### src/rtl/kic_pkg.sv
package kic_pkg;
  typedef enum logic [1:0] {
    SENSE_LOW  = 2'b00,
    SENSE_FALL = 2'b01,
    SENSE_RISE = 2'b10,
    SENSE_BOTH = 2'b11
  } sense_e;

  typedef struct packed {
    logic   pin_alt;
    logic   en7;
    logic   en6;
    sense_e mode7;
    sense_e mode6;
  } ctrl_t;

  localparam int unsigned ADDR_W = 2;
  localparam logic [ADDR_W-1:0] A_KEYMASK  = 2'd0;
  localparam logic [ADDR_W-1:0] A_WAKEMASK = 2'd1;
  localparam logic [ADDR_W-1:0] A_CTRL     = 2'd2;
  localparam logic [ADDR_W-1:0] A_CLEAR    = 2'd3;
endpackage

### src/rtl/kic_sync.sv
module kic_sync #(
  parameter int unsigned W      = 1,
  parameter int unsigned STAGES = 2
) (
  input  logic         clk_i,
  input  logic         rst_ni,
  input  logic [W-1:0] d_i,
  output logic [W-1:0] q_o
);
  logic [W-1:0] stg_q [STAGES];

  // idle level of every source is high
  always_ff @(posedge clk_i or negedge rst_ni) begin
    if (!rst_ni) begin
      for (int s = 0; s < STAGES; s++) stg_q[s] <= '1;
    end else begin
      stg_q[0] <= d_i;
      for (int s = 1; s < STAGES; s++) stg_q[s] <= stg_q[s-1];
    end
  end

  assign q_o = stg_q[STAGES-1];
endmodule

### src/rtl/kic_regs.sv
module kic_regs
  import kic_pkg::*;
#(
  parameter int unsigned N_KEY    = 16,
  parameter int unsigned N_WAKE   = 8,
  parameter int unsigned PIN6_KEY = 6
) (
  input  logic              clk_i,
  input  logic              rst_ni,
  input  logic              we_i,
  input  logic [ADDR_W-1:0] addr_i,
  input  logic [N_KEY-1:0]  wdata_i,
  output logic [N_KEY-1:0]  key_mask_o,
  output logic [N_WAKE-1:0] wake_mask_o,
  output ctrl_t             ctrl_o,
  output logic              clr6_o,
  output logic              clr7_o
);
  localparam int unsigned CTRL_W = $bits(ctrl_t);
  localparam logic [N_KEY-1:0] KEY_MASK_RST = ~(N_KEY'(1) << PIN6_KEY);

  logic [N_KEY-1:0]  key_mask_q;
  logic [N_WAKE-1:0] wake_mask_q;
  ctrl_t             ctrl_q;

  always_ff @(posedge clk_i or negedge rst_ni) begin
    if (!rst_ni) begin
      key_mask_q  <= KEY_MASK_RST;
      wake_mask_q <= '1;
      ctrl_q      <= '0;
    end else if (we_i) begin
      unique case (addr_i)
        A_KEYMASK:  key_mask_q  <= wdata_i;
        A_WAKEMASK: wake_mask_q <= wdata_i[N_WAKE-1:0];
        A_CTRL:     ctrl_q      <= ctrl_t'(wdata_i[CTRL_W-1:0]);
        default:    ;
      endcase
    end
  end

  assign clr6_o      = we_i && (addr_i == A_CLEAR) && wdata_i[0];
  assign clr7_o      = we_i && (addr_i == A_CLEAR) && wdata_i[1];
  assign key_mask_o  = key_mask_q;
  assign wake_mask_o = wake_mask_q;
  assign ctrl_o      = ctrl_q;
endmodule

### src/rtl/kic_merge.sv
module kic_merge #(
  parameter int unsigned N_KEY    = 16,
  parameter int unsigned N_WAKE   = 8,
  parameter int unsigned PIN6_KEY = 6
) (
  input  logic [N_KEY-1:0]  key_s_i,
  input  logic [N_WAKE-1:0] wake_s_i,
  input  logic              pin_pri_s_i,
  input  logic              pin_alt_s_i,
  input  logic [N_KEY-1:0]  key_mask_i,
  input  logic [N_WAKE-1:0] wake_mask_i,
  input  logic              pin_alt_sel_i,
  output logic              line6_no,
  output logic              line7_no,
  output logic              shared6_o,
  output logic              shared7_o,
  output logic              pin_live_o
);
  localparam int unsigned HALF = N_KEY / 2;
  localparam logic [HALF-1:0] PIN6_BIT = HALF'(1) << PIN6_KEY;

  logic [N_KEY-1:0]  key_g;
  logic [N_WAKE-1:0] wake_g;
  logic              pin_sel;

  // masked sources read as idle-high
  assign key_g  = key_s_i | key_mask_i;
  assign wake_g = wake_s_i | wake_mask_i;

  assign line6_no  = &key_g[HALF-1:0];
  assign shared6_o = ~&(key_mask_i[HALF-1:0] | PIN6_BIT);

  // any upper-key or wake source in use cuts the pin off
  assign pin_live_o = (&key_mask_i[N_KEY-1:HALF]) & (&wake_mask_i);
  assign shared7_o  = ~pin_live_o;
  assign pin_sel    = pin_alt_sel_i ? pin_alt_s_i : pin_pri_s_i;
  assign line7_no   = (&key_g[N_KEY-1:HALF]) & (&wake_g) & (pin_sel | ~pin_live_o);
endmodule

### src/rtl/kic_chan.sv
module kic_chan
  import kic_pkg::*;
(
  input  logic   clk_i,
  input  logic   rst_ni,
  input  logic   line_ni,
  input  sense_e mode_i,
  input  logic   en_i,
  input  logic   shared_i,
  input  logic   clr_i,
  output logic   req_o
);
  logic prev_q, flag_q;
  logic fall, rise, hit;

  assign fall = prev_q & ~line_ni;
  assign rise = ~prev_q & line_ni;

  always_comb begin
    unique case (mode_i)
      SENSE_FALL: hit = fall;
      SENSE_RISE: hit = rise & ~shared_i;
      SENSE_BOTH: hit = (rise | fall) & ~shared_i;
      default:    hit = 1'b0;
    endcase
  end

  always_ff @(posedge clk_i or negedge rst_ni) begin
    if (!rst_ni) begin
      prev_q <= 1'b1;
      flag_q <= 1'b0;
    end else begin
      prev_q <= line_ni;
      if (en_i && hit)  flag_q <= 1'b1;
      else if (clr_i)   flag_q <= 1'b0;
    end
  end

  assign req_o = en_i & ((mode_i == SENSE_LOW) ? ~line_ni : flag_q);
endmodule

### src/rtl/key_irq_combiner.sv
module key_irq_combiner
  import kic_pkg::*;
#(
  parameter int unsigned N_KEY       = 16,
  parameter int unsigned N_WAKE      = 8,
  parameter int unsigned SYNC_STAGES = 2,
  parameter int unsigned PIN6_KEY    = 6
) (
  input  logic              clk_i,
  input  logic              rst_ni,
  input  logic [N_KEY-1:0]  key_ni,
  input  logic [N_WAKE-1:0] wake_ni,
  input  logic              irq7_pri_ni,
  input  logic              irq7_alt_ni,
  input  logic              reg_we_i,
  input  logic [1:0]        reg_addr_i,
  input  logic [N_KEY-1:0]  reg_wdata_i,
  output logic              irq6_req_o,
  output logic              irq7_req_o
);
  localparam int unsigned SYNC_W = N_KEY + N_WAKE + 2;

  logic [SYNC_W-1:0] raw, synced;
  logic [N_KEY-1:0]  key_s, key_mask;
  logic [N_WAKE-1:0] wake_s, wake_mask;
  logic              pri_s, alt_s;
  ctrl_t             ctrl;
  logic              clr6, clr7;
  logic              line6_n, line7_n, shared6, shared7, pin_live;

  assign raw = {irq7_alt_ni, irq7_pri_ni, wake_ni, key_ni};

  kic_sync #(.W(SYNC_W), .STAGES(SYNC_STAGES)) u_sync (
    .clk_i(clk_i), .rst_ni(rst_ni), .d_i(raw), .q_o(synced)
  );

  assign key_s  = synced[N_KEY-1:0];
  assign wake_s = synced[N_KEY +: N_WAKE];
  assign pri_s  = synced[N_KEY+N_WAKE];
  assign alt_s  = synced[N_KEY+N_WAKE+1];

  kic_regs #(.N_KEY(N_KEY), .N_WAKE(N_WAKE), .PIN6_KEY(PIN6_KEY)) u_regs (
    .clk_i(clk_i), .rst_ni(rst_ni), .we_i(reg_we_i), .addr_i(reg_addr_i),
    .wdata_i(reg_wdata_i), .key_mask_o(key_mask), .wake_mask_o(wake_mask),
    .ctrl_o(ctrl), .clr6_o(clr6), .clr7_o(clr7)
  );

  kic_merge #(.N_KEY(N_KEY), .N_WAKE(N_WAKE), .PIN6_KEY(PIN6_KEY)) u_merge (
    .key_s_i(key_s), .wake_s_i(wake_s), .pin_pri_s_i(pri_s), .pin_alt_s_i(alt_s),
    .key_mask_i(key_mask), .wake_mask_i(wake_mask), .pin_alt_sel_i(ctrl.pin_alt),
    .line6_no(line6_n), .line7_no(line7_n), .shared6_o(shared6),
    .shared7_o(shared7), .pin_live_o(pin_live)
  );

  kic_chan u_ch6 (
    .clk_i(clk_i), .rst_ni(rst_ni), .line_ni(line6_n), .mode_i(ctrl.mode6),
    .en_i(ctrl.en6), .shared_i(shared6), .clr_i(clr6), .req_o(irq6_req_o)
  );

  kic_chan u_ch7 (
    .clk_i(clk_i), .rst_ni(rst_ni), .line_ni(line7_n), .mode_i(ctrl.mode7),
    .en_i(ctrl.en7), .shared_i(shared7), .clr_i(clr7), .req_o(irq7_req_o)
  );
endmodule

### config.mk
export PLATFORM = sky130hd
export DESIGN_NAME = key_irq_combiner
export DESIGN_NICKNAME = d
export VERILOG_FILES = /design/src/rtl/kic_pkg.sv /design/src/rtl/kic_sync.sv /design/src/rtl/kic_regs.sv /design/src/rtl/kic_merge.sv /design/src/rtl/kic_chan.sv /design/src/rtl/key_irq_combiner.sv
export SDC_FILE = /design/constraint.sdc
export NUM_CORES = 1
export LEC_CHECK = 0
export BUFFER_PORTS_ARGS = -buffer_cell sky130_fd_sc_hd__buf_2
export CORE_MARGIN = 2
export CORE_UTILIZATION = 55
export CTS_CLUSTER_DIAMETER = 80
export DETAILED_ROUTE_END_ITERATION = 12
export PLACE_DENSITY_LB_ADDON = 0.2
export SETUP_SLACK_MARGIN = 0.05
export SLEW_MARGIN = 20
export SYNTH_ARGS = -nofsm -noshare
export SYNTH_HDL_FRONTEND = slang
export SYNTH_SLANG_ARGS = --single-unit
### constraint.sdc
create_clock -name clk_i -period 2.3 [get_ports clk_i]
set_clock_uncertainty 0.15 [all_clocks]
set_input_delay 0.46 -clock clk_i [delete_from_list [all_inputs] [get_ports clk_i]]
set_output_delay 0.46 -clock clk_i [all_outputs]
set_load 0.1 [all_outputs]
; Word-level counts from Yosys, hierarchy flattened
; Index checks and enable logic that the tools add are counted.
[op_classes]
reduce_logical = 19
magnitude_cmp = 0
eq_ne = 9
mux = 9
n_div = 0
add_sub_neg = 0
multipliers = 0
n_shift = 0
n_bitwise = 23
[op_table]
columns = cell, count
row1 = $reduce_and 8->1, 5
row2 = $or 16x16->16, 1
row3 = $and 1x1->1, 13
row4 = $eq 2x2->1 const B, 6
row5 = $or 8x8->8, 1
row6 = $mux 1, 7
row7 = $reduce_and 7->1, 1
row8 = $eq 2x1->1 const B, 3
row9 = $logic_not 2->1, 3
row10 = $pmux 1 s3, 2
row11 = $reduce_and 2->1, 3
row12 = $logic_and 1x1->1, 5
row13 = $not 1->1, 5
row14 = $reduce_bool 2->1, 2
row15 = $or 1x1->1, 3
[word_totals]
wordCells = 73
latchBits = 0
rom_bits = 0
input_bits = 47
regBits = 87
mem_bits_rw = 0
out_inout_bits = 2
memories = 0

; Logic depth before layout (Yosys ltp)
; Gate-level depths: netlist (run 1).
[logic_depth]
ltp_word = 12
mapped_depth = 9
ltp_nobuf = 9

; Cells and area by module
; Synthesis (run 1) repeated with hierarchy kept, for this count alone.
[hier_totals]
hier_cells = 201
area_unflattened_um2 = 3236.9
[modules_own_cells]
columns = module, area_per_inst_um2, instances, seq_area_each_um2, cells_per_inst
row1 = kic_sync, 1561.5, 1, 1366.3, 78
row2 = kic_regs, 1216.2, 1, 804.5, 68
row3 = kic_chan, 140.1, 2, 51.3, 15
row4 = kic_merge, 178.9, 1, 0.0, 25

; Least setup slack after synthesis (run 1)
; OpenSTA, ideal clock, no wires.
[synth_timing]
kind = reg-to-output
start = register u_regs.key_mask_q[14], in the netlist u_regs.key_mask_o[14]
end = output port irq7_req_o
required_ps = 1690
slack_ps = -213
arrival_ps = 1903
path_stages_with_launch = 5
n_path_buf = 0
path_cell_list = dfstp_2 -> nand4_1 -> nor4_1 -> and2_1 -> o41a_1
[synth_via]
elab_chain_len = 8
elab_cells_between_ends = 11
cone_classes = mux: 1 / bitwise: 8 / reduce/logical: 2
[synth_rtl]
columns = item, line
row1 = start: declaration, kic_regs.sv:22  ; logic [N_KEY-1:0] key_mask_q;
row2 = start signal: assignment, kic_regs.sv:33  ; A_KEYMASK: key_mask_q <= wdata_i;
row3 = $reduce_and 8->1, kic_merge.sv:34  ; assign pin_live_o = (&key_mask_i[N_KEY-1:HALF]) & (&wake_mask_i);
row4 = $and 1x1->1, kic_merge.sv:34
row5 = $not 1->1, --
row6 = $or 1x1->1, kic_merge.sv:37  ; assign line7_no = (&key_g[N_KEY-1:HALF]) & (&wake_g) & (pin_sel | ~pin_live_o);
row7 = $and 1x1->1 *, kic_merge.sv:37
row8 = $not 1->1 *, kic_chan.sv:39  ; assign req_o = en_i & ((mode_i == SENSE_LOW) ? ~line_ni : flag_q);
row9 = $mux 1 *, kic_chan.sv:39
row10 = $and 1x1->1 *, kic_chan.sv:39
row11 = end: declaration, key_irq_combiner.sv:19  ; output logic irq7_req_o
; Mark *: on every way between the ends. The rest lies on a longest branch, timed or not.

; Worst setup path in the final report (run 1)
[layout_timing]
start = register u_regs.wake_mask_q[5], in the netlist u_regs.wake_mask_o[5]
end = output port irq7_req_o
[layout_via]
elab_chain_len = 8
elab_cells_between_ends = 11
cone_classes = mux: 1 / bitwise: 8 / reduce/logical: 2
[layout_rtl]
columns = item, line
row1 = start: declaration, kic_regs.sv:23  ; logic [N_WAKE-1:0] wake_mask_q;
row2 = start signal: assignment, kic_regs.sv:34  ; A_WAKEMASK: wake_mask_q <= wdata_i[N_WAKE-1:0];
row3 = $reduce_and 8->1, kic_merge.sv:34
row4 = $and 1x1->1, kic_merge.sv:34
row5 = $not 1->1, --
row6 = $or 1x1->1, kic_merge.sv:37
row7 = $and 1x1->1 *, kic_merge.sv:37
row8 = $not 1->1 *, kic_chan.sv:39
row9 = $mux 1 *, kic_chan.sv:39
row10 = $and 1x1->1 *, kic_chan.sv:39
; Marks and branches as above.

==> results of run 1 <==
==> report_power, final <==
group          internal [mW]  switching [mW]
clock network          0.400           0.535
registers               1.79           0.126
logic                  0.225           0.211
==> synthesized netlist by cell type, types with 2 or more instances <==
cell type	count	share of area
nand4_1	10	0.021
inv_1	3	0.0037
a21oi_1	3	0.0050
dfrtp_1	10	0.083
nand3b_1	2	0.0050
nor2_1	9	0.011
mux2_2	31	0.12
ha_1	4	0.017
dfstp_2	77	0.67
nand2_1	3	0.0037
o22ai_1	12	0.025
nor4_1	2	0.0041
==> state kept, by name (all words and copies together) (netlist names) <==
signal and count:
u_sync.q_o 26, u_ch7.prev_q 1, u_ch6.prev_q 1, u_regs.key_mask_o 16, u_ch6.flag_q 1, u_regs.wake_mask_o 8, u_sync.stg_q 26, u_ch7.flag_q 1
u_regs.ctrl_o 7
==> cell families after synthesis <==
kind of cell             synth area share
flip-flops                          0.752
multiplexers                        0.119
AND/OR/NAND/NOR                    0.0629
AO/OA/AOI/OAI                      0.0418
buffers and inverters             0.00745
adder cells (fa/ha/maj)            0.0166
==> what timing repair did <==
item / in CTS / in global routing
buffers inserted: 16 / 4
endpoints found under the setup margin: 2 / 4
resized for setup: 14 / 14
pin swaps: 10 / 11
hold buffers: 1 / 0
hold endpoints to repair: 8 / 0
==> worst max-delay path: stages (launching register included) <==
cell and delay (ps):
dfstp_2 560, buf_4 120, o22ai_2 50, nor2_2 130, nand4_1 150, o41a_4 400, buf_12 170
==> worst max-delay path by stage <==
stage                                       from    endpoint  slack (ps)  cells past startpoint
6_report       u_regs.wake_mask_o[5]$_DFFE_PN1P_  irq7_req_o        -240                      6
5_1_grt        u_regs.wake_mask_o[5]$_DFFE_PN1P_  irq7_req_o        -290                      6
4_1_cts        u_regs.wake_mask_o[3]$_DFFE_PN1P_  irq7_req_o        -220                      5
3_5_place_dp    u_regs.key_mask_o[8]$_DFFE_PN1P_  irq7_req_o          50                      5
3_3_place_gp    u_regs.key_mask_o[8]$_DFFE_PN1P_  irq7_req_o         100                      5
2_1_floorplan   u_regs.key_mask_o[0]$_DFFE_PN1P_  irq6_req_o          60                      4
==> area by class of cell <==
cell class	instances	area, µm²	share of cell area
clock inverter	6	43.8	0.0115
tap	70	87.6	0.0230
sequential	87	2270	0.596
inverter	3	11.3	0.00295
multi-input combinational	87	810	0.212
timing repair buffer	69	459	0.120
clock buffer	10	128	0.0335
==> layer usage <==
| layer | vias to the layer above | track usage | wire length, µm |
|---|---|---|---|
| met3 | 10 | 0.0586 | 282 |
| met1 | 891 | 0.279 | 2410 |
| li1 | 801 | - | - |
| met2 | 54 | 0.315 | 2750 |
| met5 | - | 0 | 0 |
| met4 | 0 | 0.0860 | 112 |
==> metrics by stage <==
step	hold WS, ps	utilization	std cells	power, mW	setup slack (ps)
after floorplan	14.4	-	178	2.13	64.3
after global placement	195	0.652	300	2.29	103
after detailed placement	197	0.652	300	2.30	47.2
after CTS	28.4	0.722	333	3.27	-222
final	41.2	0.732	332	3.28	-237
after global routing	24.9	0.732	332	3.43	-291
==> results.md, run 1 <==
- Outcome: complete, but fails checks
- Clk buf depth: 2
- Drt drc: 0
- Top_reg_cell synth: dfstp_2
- Hold Path End: u_sync.stg_q[43]$_DFF_PN1_
- Cells on worst reg2reg path: 11
- Crit Path Max Fanout: 3
- Skew-Pair Late Insertion Delay: approximately 360 ps
- Gr ovfl total: 0
- Worst reg-to-reg setup slack: -30 ps
- Placement Cell Area: 3390 µm²
- Worst flop-to-flop path startpoint: u_regs.wake_mask_o[7]$_DFFE_PN1P_
- Final wirelength: 5550 µm
- Vias: 1,756
- Antenna cell count: 0
- Gr usage total: 0.206
- Worst Min Path Start: wake_ni[1]
- Hold Vio Cnt, Final: 0
- Post-Synthesis Cell Area: 3020 µm²
- Initial antenna violation count: 0
- HP Class: input port to register
- Die area: 6100 µm²
- Clk pin slew, worst setup/hold paths: 80 ps
- Post-route cell area: approximately 3800 µm²
- Final Critical Period: 2540 ps
- Max Slew Vio Count: 0
- Synth async-reset ratio: 1.00
- Pwr Density: 861 nW/µm²
- HPWL Detailed: 3600 µm
- Routability cong.: 0.858
- TritonCTS clock tree: yes
- Height of the die: 78.1 µm
- Count of boundary I/O pins: 49
- Total CTS buffers: 9
- Warnings, synthesis: 0
- Die Wd: 78.1 µm
- Worst hold stages: 1
- Post-DRT Antenna Nets: 0
- DR iter-0 viols: 89
- Largest net degree at the start of global routing: between 40 and 50
- Port Buffers: 48
- DR vias/cell: 5.29
- Final setup vio count: 3
- MaxCap Viol Count: 0
- Max Clk Rate: 394 MHz
- First-pass GRT wire length: 9230 µm
- Core area: 5200 µm²
- Seq cells post-synth: 87
- Worst path required time: between 1500 and 2000 ps
- Pleak: between 1.5 and 2 nW
- Syn Area/Cell: 17.0 µm²
- Worst VDD drop: 0.516 mV
- CP arrival: 1930 ps
- H-tree Lvls: 3
- Routed WL per cell: between 15 and 20 µm
- Most common cell after layout, fill and taps aside: dfstp_2
- Initial core utilization: 0.581
- Vias in the first global route: 1,829
- RSZ-0062 raised after global routing: yes
- Sequential-to-total area share from yosys stat: 0.752
- Fin crit share: 1.10
- Drt first pass iters: 4
- Failing checks: setup timing
- Reg2Reg Capture Point: u_ch7.flag_q$_DFFE_PN0P_
- Least-Margin Pin Slew: 501 ps
- Final TNS setup: -382 ps
- Most frequent cells in the layout: dfstp_2 (77), buf_2 (45), mux2_2 (31)
- Synth Instances: 178
- Critical Path End Type: primary output
- Slew headroom: 0.666
- Fraction of layout cells with a size suffix above 1: 0.790
- TritonCTS Sinks: 87
- Fill count: between 300 and 400
- Clock root cell: clkbuf_8
- Setup WS post-layout: -237 ps
- Num rows: 26
- Syn nets: 229
- Post-synth EDFFs: 0
- Crit Path Class: register to primary output
- Netlist cell types: 24
- Fin nets: approximately 300
- Worst setup SP type: register
- Area Overhead vs Synth: 26.2%
No activity file was read; power rests on OpenSTA's default activity.
==> run 2: changes to the inputs <==
CELL_PAD_IN_SITES_DETAIL_PLACEMENT = 2   (was not set)
CELL_PAD_IN_SITES_GLOBAL_PLACEMENT = 2   (was not set)
CORE_ASPECT_RATIO = 1.5   (was not set)
CORE_UTILIZATION = 40   (was 55)
==> run 2 against run 1 <==
Effect of this change:
- the flow still finishes with violations (setup timing)
- worst hold slack improved by 5.9 ps
- register-to-register slack improved by 140 ps
- final cell count increased by 5.7%
- critical path depth decreased by 1
- highest routed layer unchanged
==> results.md, run 2 (synthesis gave the netlist of run 1 again) <==
- Outcome: complete, but fails checks
- Failing checks: setup timing
- Comb power frac: 0.136
- Vias in the first global route: 2,059
- Gr ovfl total: 0
- Multi-input logic area: 793 µm²
- Crit Path Max Fanout: 3
- DR vias/cell: 4.93
- Total CTS buffers: 9
- Fin nets: 297
- Crit Path Class: register to primary output
- Switch share: 0.250
- TritonCTS Sinks: 87
- First-pass GRT wire length: 10,600 µm
- Least-Margin Pin Slew: 487 ps
- Max Clk Rate: 388 MHz
- H-tree Lvls: 3
- Pre-CTS WS: 21.6 ps
- Sw power: roughly 0.85 mW
- Vias: around 1,700
- Worst path required time: 1690 ps
- Initial core utilization: 0.415
- Critical Path End Type: primary output
- Register share of total power: 0.563
- Routed WL per cell: 18.3 µm
- Drt drc: 0
- Fin crit share: 1.12
- Count of non-filler cells in the finished layout: around 350
- Final setup vio count: 2
- Routability cong.: around 0.77
- Pleak: about 1.5 nW
- Max Slew Vio Count: 0
- Clk pin slew, worst setup/hold paths: 80 ps
- Worst VDD drop: 0.471 mV
- Hold Vio Cnt, Final: 0
- Clk network pwr share: 0.301
- Setup WS post-layout: -276 ps
- Largest net degree at the start of global routing: 50
- HP Class: input port to register
- Final wirelength: 6420 µm
- Height of the die: about 110 µm
- Worst hold slack: about 47 ps
- Clock root cell: clkbuf_8
- Post-DRT Antenna Nets: 0
- Clk buf depth: 2
- Final core area utilization: 0.517
- Num rows: 38
- Placed Cells: roughly 330
- DR iter-0 viols: 50
- Port Buffers: 48
- Gr usage total: 0.177
- CP arrival: 1970 ps
- Area Overhead vs Synth: 24.6%
- Fraction of layout cells with a size suffix above 1: 0.761
- Skew-Pair Late Insertion Delay: 350 ps
- Final Critical Period: 2580 ps
- Pwr Density: 906 nW/µm²
- Drt first pass iters: 4
- MaxCap Viol Count: 0
- Die area: around 8300 µm²
- Count of boundary I/O pins: 49
- RSZ-0062 raised after global routing: yes
- HPWL Detailed: between 4000 and 5000 µm
- Core area: 7270 µm²
- Slew headroom: 0.675
- Most common cell after layout, fill and taps aside: dfstp_2
- Fill count: ~700
- Initial antenna violation count: 0
- Worst setup SP type: register
- TritonCTS clock tree: yes
- Antenna cell count: 0
- Most frequent cells in the layout: dfstp_2 (77), buf_2 (45), mux2_2 (31)
- FF/Latch Area: 2270 µm²
- Int Power: 2.56 mW
- Die Wd: 75.0 µm
-- run 2: power by group through the flow --
| stage | combinational (mW) | sequential [mW] | clock, mW |
|---|---|---|---|
| 2_1_floorplan | 0.247 | 1.88 | 0 |
| 3_3_place_gp | 0.379 | 1.92 | 0 |
| 3_5_place_dp | 0.393 | 1.94 | 0 |
| 4_1_cts | 0.448 | 1.92 | 1.07 |
| 5_1_grt | 0.501 | 1.95 | 1.12 |
| 6_report | 0.463 | 1.92 | 1.03 |
-- run 2: metrics by stage --
stage / area (µm²) / power (mW) / TNS [ps]
after floorplan: 3020 / 2.13 / 0
after global placement: 3440 / 2.30 / 0
after detailed placement: 3440 / 2.33 / 0
after CTS: 3710 / 3.44 / -407
after global routing: 3760 / 3.57 / -609
final: 3760 / 3.41 / -445
-- run 2: area by class of cell --
cell class / instances / area share
clock inverters: 3 / 0.0113
flip-flops and latches: 87 / 0.604
well taps: 100 / 0.0332
inverters: 3 / 0.00366
multi-input cells: 87 / 0.211
repair buffers: 58 / 0.0974
clock buffers: 13 / 0.0396
-- run 2: what timing repair did --
action / CTS / global route
endpoints found under the hold margin: 4 / 0
hold buffers: 1 / 0
gates resized for setup: 9 / 8
buffers inserted: 4 / 1
pin swaps: 9 / 3
endpoints found under the setup margin: 2 / 4
cloned: 0 / 0
-- run 2: routing by layer --
metal / vias to the layer above / part of all wire / GRT usage / routed length [µm]
li1: 773 / - / - / -
met1: 902 / 0.38 / 0.209 / 2440
met2: 41 / 0.56 / 0.298 / 3620
met3: 15 / 0.031 / 0.0319 / 200
met4: 0 / 0.025 / 0.0893 / 159
met5: - / 0 / 0 / 0
-- run 2: critical path, stage by stage, from the launching register on --
cell and delay, ps:
dfstp_2 560, o22ai_2 80, nor2_1 130, nand4_1 210
o41a_2 470, buf_12 180
-- run 2: final timing paths --
check                      depth (start not counted)  slack (ps)                         startpoint                           end
setup / recovery                                   5        -280  u_regs.key_mask_o[13]$_DFFE_PN1P_                    irq7_req_o
hold / removal                                     1          50                         wake_ni[7]    u_sync.stg_q[49]$_DFF_PN1_
setup reg to reg                                   8         110  u_regs.key_mask_o[13]$_DFFE_PN1P_      u_ch7.flag_q$_DFFE_PN0P_
hold reg to reg                                    0         210         u_sync.stg_q[44]$_DFF_PN1_      u_sync.q_o[18]$_DFF_PN1_
max in group asynchronous                          3         860                             rst_ni      u_sync.q_o[21]$_DFF_PN1_
min in group asynchronous                          2         460                             rst_ni  u_regs.ctrl_o[6]$_DFFE_PN0P_
